===== config.mk =====
export PLATFORM = sky130hd
export DESIGN_NAME = dma_page_engine
export DESIGN_NICKNAME = d
export VERILOG_FILES = /design/src/rtl/dma_pkg.sv /design/src/rtl/dma_dp.sv /design/src/rtl/dma_ctl.sv /design/src/rtl/dma_page_engine.sv
export SDC_FILE = /design/constraint.sdc
export NUM_CORES = 1
export LEC_CHECK = 0
export BUFFER_PORTS_ARGS = -buffer_cell sky130_fd_sc_hd__buf_2
export CAP_MARGIN = 25
export CORE_MARGIN = 2
export CORE_UTILIZATION = 30
export CTS_BUF_LIST = sky130_fd_sc_hd__clkbuf_4 sky130_fd_sc_hd__clkbuf_8 sky130_fd_sc_hd__clkbuf_16
export DETAILED_ROUTE_END_ITERATION = 12
export MAX_ROUTING_LAYER = met4
export PLACE_DENSITY_LB_ADDON = 0.1
export SKIP_CTS_REPAIR_TIMING = 1
export SYNTH_ARGS = -nofsm -noshare
export SYNTH_HDL_FRONTEND = slang
export SYNTH_HIERARCHICAL = 1
export SYNTH_SLANG_ARGS = --single-unit

===== constraint.sdc =====
create_clock -name clk -period 5.1 [get_ports clk]
set_input_delay 1.02 -clock clk [delete_from_list [all_inputs] [get_ports clk]]
set_output_delay 1.02 -clock clk [all_outputs]
set_load 0.1 [all_outputs]

===== src/rtl/dma_pkg.sv =====
package dma_pkg;
  // strobes from the sequencer to the datapath, one cycle each
  typedef struct packed {
    logic loadStart; // latch working address/count, clear flags
    logic errSet;    // reject the start command
    logic capture;   // load the word buffer from the source side
    logic advance;   // step address, reduce remaining count
    logic doneSet;   // last word delivered
  } dmaStrobe_t;
endpackage


===== src/rtl/dma_dp.sv =====
module dma_dp
  import dma_pkg::*;
#(
  parameter int ADDR_W = 32,
  parameter int DATA_W = 32,
  parameter int PAGE_BYTES = 4096
) (
  input  logic              clk,
  input  logic              rstN,
  input  logic              regWe,
  input  logic [3:0]        regAddr,
  input  logic [DATA_W-1:0] regWdata,
  output logic [DATA_W-1:0] regRdata,
  input  logic              busy,
  input  dmaStrobe_t        strobe,
  output logic              startCmd,
  output logic              startBad,
  output logic              dir,
  output logic              lastWord,
  output logic [3:0]        devSel,
  output logic [ADDR_W-1:0] curAddr,
  output logic [DATA_W-1:0] bufData,
  input  logic [DATA_W-1:0] memRdata,
  input  logic [DATA_W-1:0] devRxData,
  output logic              irq
);
  localparam int WORD_BYTES = DATA_W / 8;
  localparam int LSB = $clog2(WORD_BYTES);
  localparam int OFF_W = $clog2(PAGE_BYTES);
  localparam int SUM_W = ADDR_W + 1;
  localparam logic [3:0] OFS_CTRL = 4'h0;
  localparam logic [3:0] OFS_ADDR = 4'h4;
  localparam logic [3:0] OFS_CNT  = 4'h8;
  localparam logic [3:0] OFS_STAT = 4'hC;

  logic [ADDR_W-1:0] addrReg, cntReg, remCount;
  logic [3:0] devReg;
  logic dirReg, done, errFlag;
  logic wrCtrl, wrAddr, wrCnt, wrStat;
  logic [SUM_W-1:0] pageSum;

  assign wrCtrl = regWe && regAddr == OFS_CTRL;
  assign wrAddr = regWe && regAddr == OFS_ADDR;
  assign wrCnt  = regWe && regAddr == OFS_CNT;
  assign wrStat = regWe && regAddr == OFS_STAT;
  assign startCmd = wrCtrl && regWdata[0];

  assign pageSum = SUM_W'(addrReg[OFF_W-1:0]) + SUM_W'(cntReg);
  assign startBad = (cntReg == '0) || (|cntReg[LSB-1:0]) || (|addrReg[LSB-1:0])
                    || (pageSum > SUM_W'(PAGE_BYTES));
  assign lastWord = remCount == ADDR_W'(WORD_BYTES);
  assign dir = dirReg;
  assign devSel = devReg;
  assign irq = done | errFlag;

  always_ff @(posedge clk or negedge rstN) begin
    if (!rstN) begin
      addrReg <= '0; cntReg <= '0; remCount <= '0; curAddr <= '0;
      devReg <= '0; dirReg <= 1'b0; bufData <= '0;
      done <= 1'b0; errFlag <= 1'b0;
    end else begin
      if (!busy) begin
        if (wrCtrl) begin
          dirReg <= regWdata[1];
          devReg <= regWdata[7:4];
        end
        if (wrAddr) addrReg <= ADDR_W'(regWdata);
        if (wrCnt) cntReg <= ADDR_W'(regWdata);
      end
      if (strobe.loadStart) begin
        curAddr <= addrReg;
        remCount <= cntReg;
      end
      if (strobe.capture) bufData <= dirReg ? memRdata : devRxData;
      if (strobe.advance) begin
        curAddr <= curAddr + ADDR_W'(WORD_BYTES);
        remCount <= remCount - ADDR_W'(WORD_BYTES);
      end
      // clear first, set last: a same-cycle set wins
      if (wrStat && regWdata[1]) done <= 1'b0;
      if (wrStat && regWdata[2]) errFlag <= 1'b0;
      if (strobe.loadStart) begin
        done <= 1'b0;
        errFlag <= 1'b0;
      end
      if (strobe.doneSet) done <= 1'b1;
      if (strobe.errSet) errFlag <= 1'b1;
    end
  end

  always_comb begin
    unique case (regAddr)
      OFS_CTRL: regRdata = DATA_W'({devReg, 2'b00, dirReg, 1'b0});
      OFS_ADDR: regRdata = DATA_W'(addrReg);
      OFS_CNT:  regRdata = DATA_W'(cntReg);
      OFS_STAT: regRdata = DATA_W'({errFlag, done, busy});
      default:  regRdata = '0;
    endcase
  end

  p_irq_hold_r8: assert property (@(posedge clk) disable iff (!rstN)
    irq && !wrStat && !strobe.loadStart |=> irq);
  p_busy_cfg_stable_r10: assert property (@(posedge clk) disable iff (!rstN)
    busy |=> $stable(addrReg) && $stable(cntReg) && $stable(dirReg));
  p_done_wins_r11: assert property (@(posedge clk) disable iff (!rstN)
    strobe.doneSet |=> done);
  p_start_clears_r12: assert property (@(posedge clk) disable iff (!rstN)
    strobe.loadStart |=> !errFlag && !done);
endmodule


===== src/rtl/dma_ctl.sv =====
module dma_ctl
  import dma_pkg::*;
(
  input  logic       clk,
  input  logic       rstN,
  input  logic       startCmd,
  input  logic       startBad,
  input  logic       dir,
  input  logic       lastWord,
  input  logic       memGnt,
  input  logic       devRxValid,
  input  logic       devTxReady,
  output dmaStrobe_t strobe,
  output logic       busy,
  output logic       memReq,
  output logic       memWe,
  output logic       devRxReady,
  output logic       devTxValid
);
  typedef enum logic [1:0] {ST_IDLE, ST_SRC, ST_DST} ctlState_t;
  ctlState_t state, nxt;
  logic fire;

  always_ff @(posedge clk or negedge rstN) begin
    if (!rstN) state <= ST_IDLE;
    else state <= nxt;
  end

  always_comb begin
    strobe = '0;
    nxt = state;
    memReq = 1'b0;
    memWe = 1'b0;
    devRxReady = 1'b0;
    devTxValid = 1'b0;
    fire = 1'b0;
    unique case (state)
      ST_IDLE: begin
        if (startCmd) begin
          if (startBad) strobe.errSet = 1'b1;
          else begin
            strobe.loadStart = 1'b1;
            nxt = ST_SRC;
          end
        end
      end
      ST_SRC: begin
        if (dir) begin
          memReq = 1'b1;
          fire = memGnt;
        end else begin
          devRxReady = 1'b1;
          fire = devRxValid;
        end
        if (fire) begin
          strobe.capture = 1'b1;
          nxt = ST_DST;
        end
      end
      default: begin
        if (dir) begin
          devTxValid = 1'b1;
          fire = devTxReady;
        end else begin
          memReq = 1'b1;
          memWe = 1'b1;
          fire = memGnt;
        end
        if (fire) begin
          strobe.advance = 1'b1;
          if (lastWord) begin
            strobe.doneSet = 1'b1;
            nxt = ST_IDLE;
          end else nxt = ST_SRC;
        end
      end
    endcase
  end

  assign busy = state != ST_IDLE;

  p_req_release_r7: assert property (@(posedge clk) disable iff (!rstN)
    memReq && memGnt |=> !memReq);
  p_req_hold_r7: assert property (@(posedge clk) disable iff (!rstN)
    memReq && !memGnt |=> memReq && $stable(memWe));
  p_idle_quiet_r5: assert property (@(posedge clk) disable iff (!rstN)
    !busy |-> !memReq && !devRxReady && !devTxValid);
endmodule


===== src/rtl/dma_page_engine.sv =====
module dma_page_engine
  import dma_pkg::*;
#(
  parameter int ADDR_W = 32,
  parameter int DATA_W = 32,
  parameter int PAGE_BYTES = 4096
) (
  input  logic              clk,
  input  logic              rstN,
  input  logic              regWe,
  input  logic [3:0]        regAddr,
  input  logic [DATA_W-1:0] regWdata,
  output logic [DATA_W-1:0] regRdata,
  output logic              memReq,
  output logic              memWe,
  output logic [ADDR_W-1:0] memAddr,
  output logic [DATA_W-1:0] memWdata,
  input  logic [DATA_W-1:0] memRdata,
  input  logic              memGnt,
  output logic [3:0]        devSel,
  input  logic              devRxValid,
  input  logic [DATA_W-1:0] devRxData,
  output logic              devRxReady,
  output logic              devTxValid,
  output logic [DATA_W-1:0] devTxData,
  input  logic              devTxReady,
  output logic              irq
);
  dmaStrobe_t strobe;
  logic busy, startCmd, startBad, dir, lastWord;
  logic [DATA_W-1:0] bufData;

  dma_ctl uCtl (
    .clk(clk), .rstN(rstN), .startCmd(startCmd), .startBad(startBad),
    .dir(dir), .lastWord(lastWord), .memGnt(memGnt),
    .devRxValid(devRxValid), .devTxReady(devTxReady), .strobe(strobe),
    .busy(busy), .memReq(memReq), .memWe(memWe),
    .devRxReady(devRxReady), .devTxValid(devTxValid)
  );

  dma_dp #(.ADDR_W(ADDR_W), .DATA_W(DATA_W), .PAGE_BYTES(PAGE_BYTES)) uDp (
    .clk(clk), .rstN(rstN), .regWe(regWe), .regAddr(regAddr),
    .regWdata(regWdata), .regRdata(regRdata), .busy(busy), .strobe(strobe),
    .startCmd(startCmd), .startBad(startBad), .dir(dir), .lastWord(lastWord),
    .devSel(devSel), .curAddr(memAddr), .bufData(bufData),
    .memRdata(memRdata), .devRxData(devRxData), .irq(irq)
  );

  assign memWdata = bufData;
  assign devTxData = bufData;
endmodule


After elaboration in Yosys (flattened, before gate mapping) --
Index checks and enable logic that the tools add are counted.
Storage, ports and cells: output and inout port bits 137, input bits 106, register bits after elaboration 169
Cells by class: bitwise operators 2, muxes and demuxes 37, magnitude comparators 1, $add $sub $neg 3, equal/unequal tests 8, reductions and logical operators 25
Operators with widths (number):
- $mux W32 | 5
- $pmux W32 S4 | 1
- $add A12 B32 Y33 | 1
- $gt A33 B13 Y1 const B | 1
- $add A32 B3 Y32 const B | 1
- $eq A32 B3 Y1 const B | 1
- $logic_not A32 Y1 | 1
- $sub A32 B3 Y32 const B | 1
- $mux W1 | 21
- $mux W2 | 8
- $reduce_bool A3 Y1 | 3
- $eq A4 B4 Y1 const B | 2
- $logic_and A1 B1 Y1 | 7
- $reduce_and A2 Y1 | 3
- $reduce_or A2 Y1 | 3
- $eq A4 B3 Y1 const B | 1
- $logic_not A4 Y1 | 1
- $ne A2 B2 Y1 const B | 2
- $pmux W2 S2 | 1
- $reduce_and A4 Y1 | 1
- $reduce_bool A2 Y1 | 2
- $logic_or A1 B1 Y1 | 3
- $eq A2 B1 Y1 const B | 1
- $logic_not A2 Y1 | 1
- 4 further kinds | 4

Depth between registers and ports, before layout --
Gate-level depths: netlist of run 1.
word-level depth 9, mapped depth 16

Modules after synthesis --
The synthesis of run 1 kept the hierarchy.
By module, submodules not included:
- dma_dp | times used 1, seq. area each 4179.0 µm², area each 9651.8 µm², cells each 1015
- dma_page_engine | times used 1, seq. area each 0.0 µm², area each 240.2 µm², cells each 32
- dma_ctl | times used 1, seq. area each 50.0 µm², area each 196.4 µm², cells each 23

Worst setup path after synthesis of run 1 --
No wires, ideal clock.
path type input -> output, from input regAddr[2], to output regRdata[11], buffers on the path 2, setup slack 0.947 ns, data required time 4.080 ns, stages 5, arrival 3.133 ns, cell sequence nor2b_1 -> clkbuf_1 -> clkbuf_1 -> a22oi_1 -> nor2_1
Between the ends: longest elaborated chain between the ends 2, elaborated cells on any way between the ends 5, those cells by class eq/ne (3); mux (1); reduce/logical (1)
RTL lines:
- start, declared | line dma_page_engine.sv:11 | input logic [3:0] regAddr,
- $eq A4 B4 Y1, or another cell as far along | line dma_dp.sv:92 | unique case (regAddr)
- $pmux W32 S4 (*) | line dma_dp.sv:92
- end, declared | line dma_page_engine.sv:13 | output logic [DATA_W-1:0] regRdata,
Every way passes the cells marked *; elsewhere a longest branch is shown, timed or not.

==> results of run 1 <==
## tightest hold or removal path: cells and delay by family (launching register included)
family | cells | cell delay [ps]
flip-flops | 1 | 350
AND/OR/NAND/NOR | 2 | 110
## metrics by stage
step           hold slack (ps)  power, W  util [%]  instances  setup WS [ps]
2_1_floorplan              438   0.00672         -       1070            947
3_3_place_gp               474   0.00777      34.7       1680            449
3_5_place_dp               478   0.00775      34.7       1680            523
4_1_cts                    497   0.00924      36.6       1712            494
5_1_grt                    527   0.00965      36.6       1712           71.8
6_report                   495   0.00919      36.6       1712            502
## layout by cell type, fill, tap and decap left out, types with 16 or more instances in the layout
| cell type | instances |
|---|---|
| sky130_fd_sc_hd__dfrtp_1 | 168 |
| sky130_fd_sc_hd__nor3_1 | 20 |
| sky130_fd_sc_hd__a22oi_1 | 30 |
| sky130_fd_sc_hd__buf_4 | 19 |
| sky130_fd_sc_hd__nand4_1 | 18 |
| sky130_fd_sc_hd__o21ai_0 | 35 |
| sky130_fd_sc_hd__nand2_1 | 63 |
| sky130_fd_sc_hd__nor2b_1 | 17 |
| sky130_fd_sc_hd__buf_2 | 241 |
| sky130_fd_sc_hd__nor2_1 | 139 |
| sky130_fd_sc_hd__mux2i_1 | 58 |
| sky130_fd_sc_hd__mux2_2 | 72 |
| sky130_fd_sc_hd__a21oi_1 | 73 |
| sky130_fd_sc_hd__a211oi_1 | 30 |
| sky130_fd_sc_hd__nor4_1 | 16 |
| sky130_fd_sc_hd__clkbuf_16 | 17 |
| sky130_fd_sc_hd__inv_1 | 19 |
| sky130_fd_sc_hd__xor2_1 | 21 |
| sky130_fd_sc_hd__nand3_1 | 32 |
## synthesized netlist by cell type, drive strengths merged, types with 5 or more instances
cell type,number
o22ai,7
dfrtp,169
and3,16
o21a,5
nand3,32
inv,19
mux2,73
nor3,21
nor2b,19
o21ai,35
buf,50
a22oi,30
nand2,63
a21o,5
a31oi,7
nor4,18
clkbuf,51
a21oi,73
xnor2,13
nand4,18
or2,5
xor2,21
and2,6
ha,15
nor2,143
mux2i,58
a211oi,31
## per-layer routing
metal  global-route usage [%]  vias up  part of all wire (%)
met3                     4.17       27                   5.6
met2                     34.7      316                    48
li1                         -     4217                     -
met4                     4.60        0                   1.3
met5                        -        -                     0
met1                     26.5     4328                    45
## state kept, by name, indices dropped and copies added (netlist names)
name,count
uDp/addrReg,32
uDp/dir,1
uDp/bufData,32
uDp/devSel,4
uDp/errFlag,1
uDp/done,1
uDp/remCount,32
uDp/cntReg,32
uCtl/state,2
uDp/curAddr,32
## where the power goes
part / leakage (nW) / switching (W) / internal, W
Sequential: 2.07 / 0.000772 / 0.00186
Combinational: 3.06 / 0.00385 / 0.00126
Clock: 0.308 / 0.000601 / 0.000845
Total: 5.44 / 0.00522 / 0.00396
## cells by family after synthesis
logic type,Yosys count,synth area share (%)
and+or+nand+nor,363,17.8
DFF,169,41.9
AOI/OAI and AO/OA,236,15.4
buffers and inverters,120,5.73
xor gates and xnor gates,34,2.95
adders and majority gates,16,2.06
muxes,132,14.2
## layout make-up
type / instances / area (um2)
Clock buffer: 19 / 447
Clock inverter: 13 / 193
Multi-Input combinational cell: 781 / 5300
Sequential cell: 169 / 4230
Tap cell: 448 / 561
Timing Repair Buffer: 263 / 1400
Fill cell: 3552 / 21200
Inverter: 19 / 71.3
## worst paths after layout
path / from / cells after the start / to / slack, ps
worst min-delay path: uDp/curAddr[1] / 2 / uDp/curAddr[1] / 500
worst max register to register: uDp/cntReg[6] / 14 / uDp/remCount[20] / 500
min in group asynchronous: rstN / 1 / uDp/remCount[28] / 620
max in group asynchronous: rstN / 2 / uDp/done / 3480
worst min register to register: uDp/curAddr[1] / 2 / uDp/curAddr[1] / 500
worst max-delay path: uDp/cntReg[6] / 14 / uDp/remCount[20] / 500
==> metrics.txt, run 1 <==
vias per cell=5.19; Worst Setup Start Kind=flip-flop; Post-Syn Area per Cell=9.43 um2; Fin. Hold Viols=0; portion of synthesized cell area occupied by the leading cell type=41.9%; final HPWL from detailed placement=25300 um; TritonCTS clock tree=done; Synth cell types=71; core region area=0.0334 mm2; final design instance area without fill=0.0122 mm2; Max stage delay cell, worst path=sky130_fd_sc_hd__a2111oi_0; worst-path maximum fanout=27; final worst path period share=90.2%; Die W=187 um; count of mapped cells out of synthesis=1070; normalized max-slew margin=42.4%; count of H-tree levels built during CTS=4; Cell Rows=67; number of antenna violations at the first check in global routing=0; remaining antenna violation count after routing=0; fraction of final layout cells sized beyond drive strength 1=31.7%; Post-synth ARST share=100%; clock tree skew after final layout=12.8 ps; outcome=complete, no violations; slew of the pin with the lowest slew margin=864 ps; number of placed I/O pins=243; library cell with the largest summed area after synthesis=sky130_fd_sc_hd__dfrtp_1; wirelength, routed=35500 um; warning count from the yosys run=6; number of iterations in the first detailed-routing pass=5; area of the die=0.0351 mm2; max-cap check violation count=0; flops & latches, synth=169; Post-Syn Area=0.0101 mm2; first-iteration detailed-routing DRC count=612; Final GP Congestion=0.917; register clock-pin slew on the reported worst setup and hold paths=80 ps; net total in the final layout=1373; data arrival at the endpoint of the critical path=4890 ps; Required @ worst endpoint=5390 ps; Total Negative Setup Slacks=0 ps; CTS Sinks=169; clock root buffer=sky130_fd_sc_hd__clkbuf_16; sequential share of the synthesized area=41.9%; average wire per standard cell=20.8 um; main flop type after synthesis=sky130_fd_sc_hd__dfrtp_1; effective utilization at floorplan=30.2%; clock insertion delay at the later pin of the skew report=440 ps; global-route usage over all layers=20.9%; DRC=0; maximum number of pins on one net before global-route repair=88; CP Cell Sequence=ha_1, a2111oi_0, a21oi_1, or3_1, a22oi_1, nand4_1, a2bb2oi_1, nand4_1, nor2_4, buf_4, buf_4, nor2b_1, a211oi_1, a21oi_1; maximum clock insertion buffer count=2; area delta synth->final=21.0%; y dimension of the die=187 um; final setup violating endpoints=0; standby leakage power=5.44 nW; Largest stage delay, worst path=680 ps; Post-Synthesis Net Count=1192; vias in the first global route=8925; kind of cell adding the most delay to the critical path=compound AO/OA/AOI/OAI gates; GRT Residual Overflow=0; post-layout min period=4600 ps; power density cells=753 mW/mm2; endpoint kind of the worst setup timing path=flip-flop; Buf+Inv Stages, Crit Path=2; biggest area contributors in the synthesized netlist=sky130_fd_sc_hd__dfrtp_1 (42%), sky130_fd_sc_hd__mux2_2 (8.0%), sky130_fd_sc_hd__mux2i_1 (5.8%); count of input and output buffers=242; number of CTS-inserted buffers=17; max-slew violation count=0; HP Class=flip-flop to flip-flop; diodes inserted=0; number of enable-type register cells in the synthesized netlist=0; peak ir drop on the vdd network=0.777 mV; routed via count=8888; wire length of the first global-routing pass=54500 um; RSZ-0062 raised after global routing=false; Post-Place Cell Area=0.0116 mm2; critical setup path kind=flip-flop to flip-flop; highest achievable clock rate=0.218 GHz
(Power assumes the default switching activity.)
==> inputs of run 2 (changes only) <==
Settings changed: SYNTH_HIERARCHICAL 1 to default.
==> run 2 against run 1 <==
Routed wire length down 6.8%. Critical path depth is 2 lower. Clock power is 3% lower. Via count shrank 2.1%. Combinational power down 49%. Clock-buffer cell count unchanged. Utilization grew 0.22 points. First-iteration DRC count decreased by 14%. Synthesized cell count is 1.6% lower. Register-to-register slack worse by 80 ps. Die area down 1.7%. Sequential cell count stayed put.
==> metrics.txt, run 2 <==
Worst Setup Start Kind=flip-flop; count of input and output buffers=242; maximum clock insertion buffer count=2; count of H-tree levels built during CTS=4; GRT Residual Overflow=0; vias in the first global route=8491; wire length of the first global-routing pass=50200 um; worst-path maximum fanout=21; final setup violating endpoints=0; highest achievable clock rate=0.214 GHz; area delta synth->final=20.8%; area of the die=0.0345 mm2; number of placed I/O pins=243; final HPWL from detailed placement=24200 um; y dimension of the die=186 um; library cell with the largest summed area after synthesis=sky130_fd_sc_hd__dfrtp_1; register clock-pin slew on the reported worst setup and hold paths=70 ps; final-layout fill cell count=3372; normalized max-slew margin=46.7%; portion of synthesized cell area occupied by the leading cell type=42.6%; Required @ worst endpoint=5400 ps; clock insertion delay at the later pin of the skew report=440 ps; Synth cell types=69; Cell Rows=66; clock root buffer=sky130_fd_sc_hd__clkbuf_16; wirelength, routed=33100 um; storage element area=0.00423 mm2; HP Class=flip-flop to flip-flop; biggest area contributors in the synthesized netlist=sky130_fd_sc_hd__dfrtp_1 (43%), sky130_fd_sc_hd__mux2_2 (8.3%), sky130_fd_sc_hd__mux2i_1 (4.7%); Final GP Congestion=0.933; Fin. Hold Viols=0; outcome=complete, no violations; Post-synth ARST share=100%; net total in the final layout=1357; first-iteration detailed-routing DRC count=528; uppermost metal layer occupied by signal nets=met4; met1 layer wirelength in the final routing=15100 um; commonest cells after routing, fill and taps aside=sky130_fd_sc_hd__buf_2 (241), sky130_fd_sc_hd__dfrtp_1 (168), sky130_fd_sc_hd__nor2_1 (118); total power draw=0.00591 W; number of CTS-inserted buffers=17; RSZ-0062 raised after global routing=false; Post-Synthesis Net Count=1175; number of iterations in the first detailed-routing pass=5; max-slew violation count=0; final critical-path setup slack=420 ps; Total Negative Setup Slacks=0 ps; clock tree skew after final layout=8.59 ps; TritonCTS clock tree=done; endpoint kind of the worst setup timing path=flip-flop; standby leakage power=5.80 nW; warning count from the yosys run=0; Post-Syn Area per Cell=9.42 um2; number of standard cells in the layout, taps in and fillers out=1690; Largest stage delay, worst path=710 ps; post-layout min period=4680 ps; global-route usage over all layers=19.7%; DRC=0; peak ir drop on the vdd network=0.448 mV; met3 wire length=1320 um; power density cells=494 mW/mm2; final worst path period share=91.8%; Post-Syn Area=0.00992 mm2; critical setup path kind=flip-flop to flip-flop; diodes inserted=0; Buf+Inv Stages, Crit Path=0; maximum number of pins on one net before global-route repair=66; wire length on met2=16200 um; data arrival at the endpoint of the critical path=4980 ps; flops & latches, synth=169; number of antenna violations at the first check in global routing=0; count of mapped cells out of synthesis=1053; total area of multi-input combinational cells=0.00514 mm2; sequential share of the synthesized area=42.6%; max-cap check violation count=0; kind of cell adding the most delay to the critical path=compound AO/OA/AOI/OAI gates; main flop type after synthesis=sky130_fd_sc_hd__dfrtp_1; commonest cells in the synthesized netlist=sky130_fd_sc_hd__dfrtp_1 (169), sky130_fd_sc_hd__nor2_1 (118), sky130_fd_sc_hd__a21oi_1 (75), sky130_fd_sc_hd__mux2_2 (73), sky130_fd_sc_hd__nand2_1 (65); Max stage delay cell, worst path=sky130_fd_sc_hd__or4_4; average wire per standard cell=19.6 um; top-count cell post-synth=sky130_fd_sc_hd__dfrtp_1; Die W=186 um; vias per cell=5.15; CTS Sinks=169; Placement Setup Slack=421 ps; CP Cell Sequence=ha_1, fa_1, a21o_1, a221oi_2, o21ai_0, o21ai_0, mux2i_1, o21ai_0, a2111o_1, or4_4, nand2_1, a31oi_1; Post-Place Cell Area=0.0114 mm2; core region area=0.0325 mm2; most numerous cell on the critical path=sky130_fd_sc_hd__o21ai_0; most common library cell in the layout ignoring fill and taps=sky130_fd_sc_hd__buf_2; slew of the pin with the lowest slew margin=798 ps; final design instance area without fill=0.0120 mm2; remaining antenna violation count after routing=0; effective utilization at floorplan=30.5%; fraction of final layout cells sized beyond drive strength 1=31.3%; Placed Cells=1658; number of enable-type register cells in the synthesized netlist=0; routed via count=8701
==> run 2: cell types whose count changed after synthesis, moves of 8 or more <==
cell	change
sky130_fd_sc_hd__buf_2	+8
sky130_fd_sc_hd__o21ai_0	+15
sky130_fd_sc_hd__a211oi_1	-27
sky130_fd_sc_hd__xor2_1	-11
sky130_fd_sc_hd__or3_1	+9
sky130_fd_sc_hd__clkbuf_1	-13
sky130_fd_sc_hd__a21o_1	+8
sky130_fd_sc_hd__nor2_1	-24
sky130_fd_sc_hd__nor3_1	+14
sky130_fd_sc_hd__mux2i_1	-11
==> run 2: per-layer routing <==
metal	GRT usage (%)	up-vias
li1	-	4177
met1	25.9	4278
met2	31.7	225
met3	3.19	21
met4	5.26	0
met5	-	-
==> run 2: layout make-up <==
class	count	share of cell area, %
sequential	169	35.3
tap	442	4.62
clock buffer	19	3.78
clock inverter	13	1.40
inverter	13	0.408
timing repair buffer	260	11.5
multi-input combinational	774	43.0
==> run 2: power breakdown <==
group / switching, W / internal [W]
sequential: 0.000322 / 0.00157
combinational: 0.00203 / 0.000588
clock: 0.000596 / 0.000801
total: 0.00295 / 0.00296
==> run 2: logic make-up after synthesis <==
group / Yosys count / share of synthesized area, %
buffers and inverters: 110 / 5.70
XOR/XNOR: 17 / 1.50
AO/OA/AOI/OAI: 250 / 16.4
adder cells (fa/ha/maj): 16 / 2.09
flip-flops: 169 / 42.6
multiplexers: 121 / 13.3
AND/OR/NAND/NOR: 370 / 18.4
==> run 2: worst reg2reg max path: cells and delay by family (launching register included) <==
kind                     cells  cell delay (ps)
flip-flops                   1              410
AND/OR/NAND/NOR              2             1120
adder cells (fa/ha/maj)      2              650
multiplexers                 1              240
AO/OA/AOI/OAI                7             2140
==> run 2: through the flow <==
step / utilization [%] / hold slack (ps)
2_1_floorplan: - / 440
3_3_place_gp: 34.8 / 463
3_5_place_dp: 34.9 / 469
4_1_cts: 36.8 / 485
5_1_grt: 36.8 / 503
6_report: 36.8 / 482
==> run 2: worst paths after layout <==
kind	cells past startpoint	startpoint	endpoint	slack (ps)
worst min register to register	1	uDp.remCount[18]	uDp.remCount[18]	480
min in group asynchronous	1	rstN	uDp.curAddr[3]	580
worst max-delay path	12	uDp.cntReg[0]	uDp.remCount[19]	420
max in group asynchronous	2	rstN	uDp.dir	3490
worst max register to register	12	uDp.cntReg[0]	uDp.remCount[19]	420
worst min-delay path	1	uDp.remCount[18]	uDp.remCount[18]	480
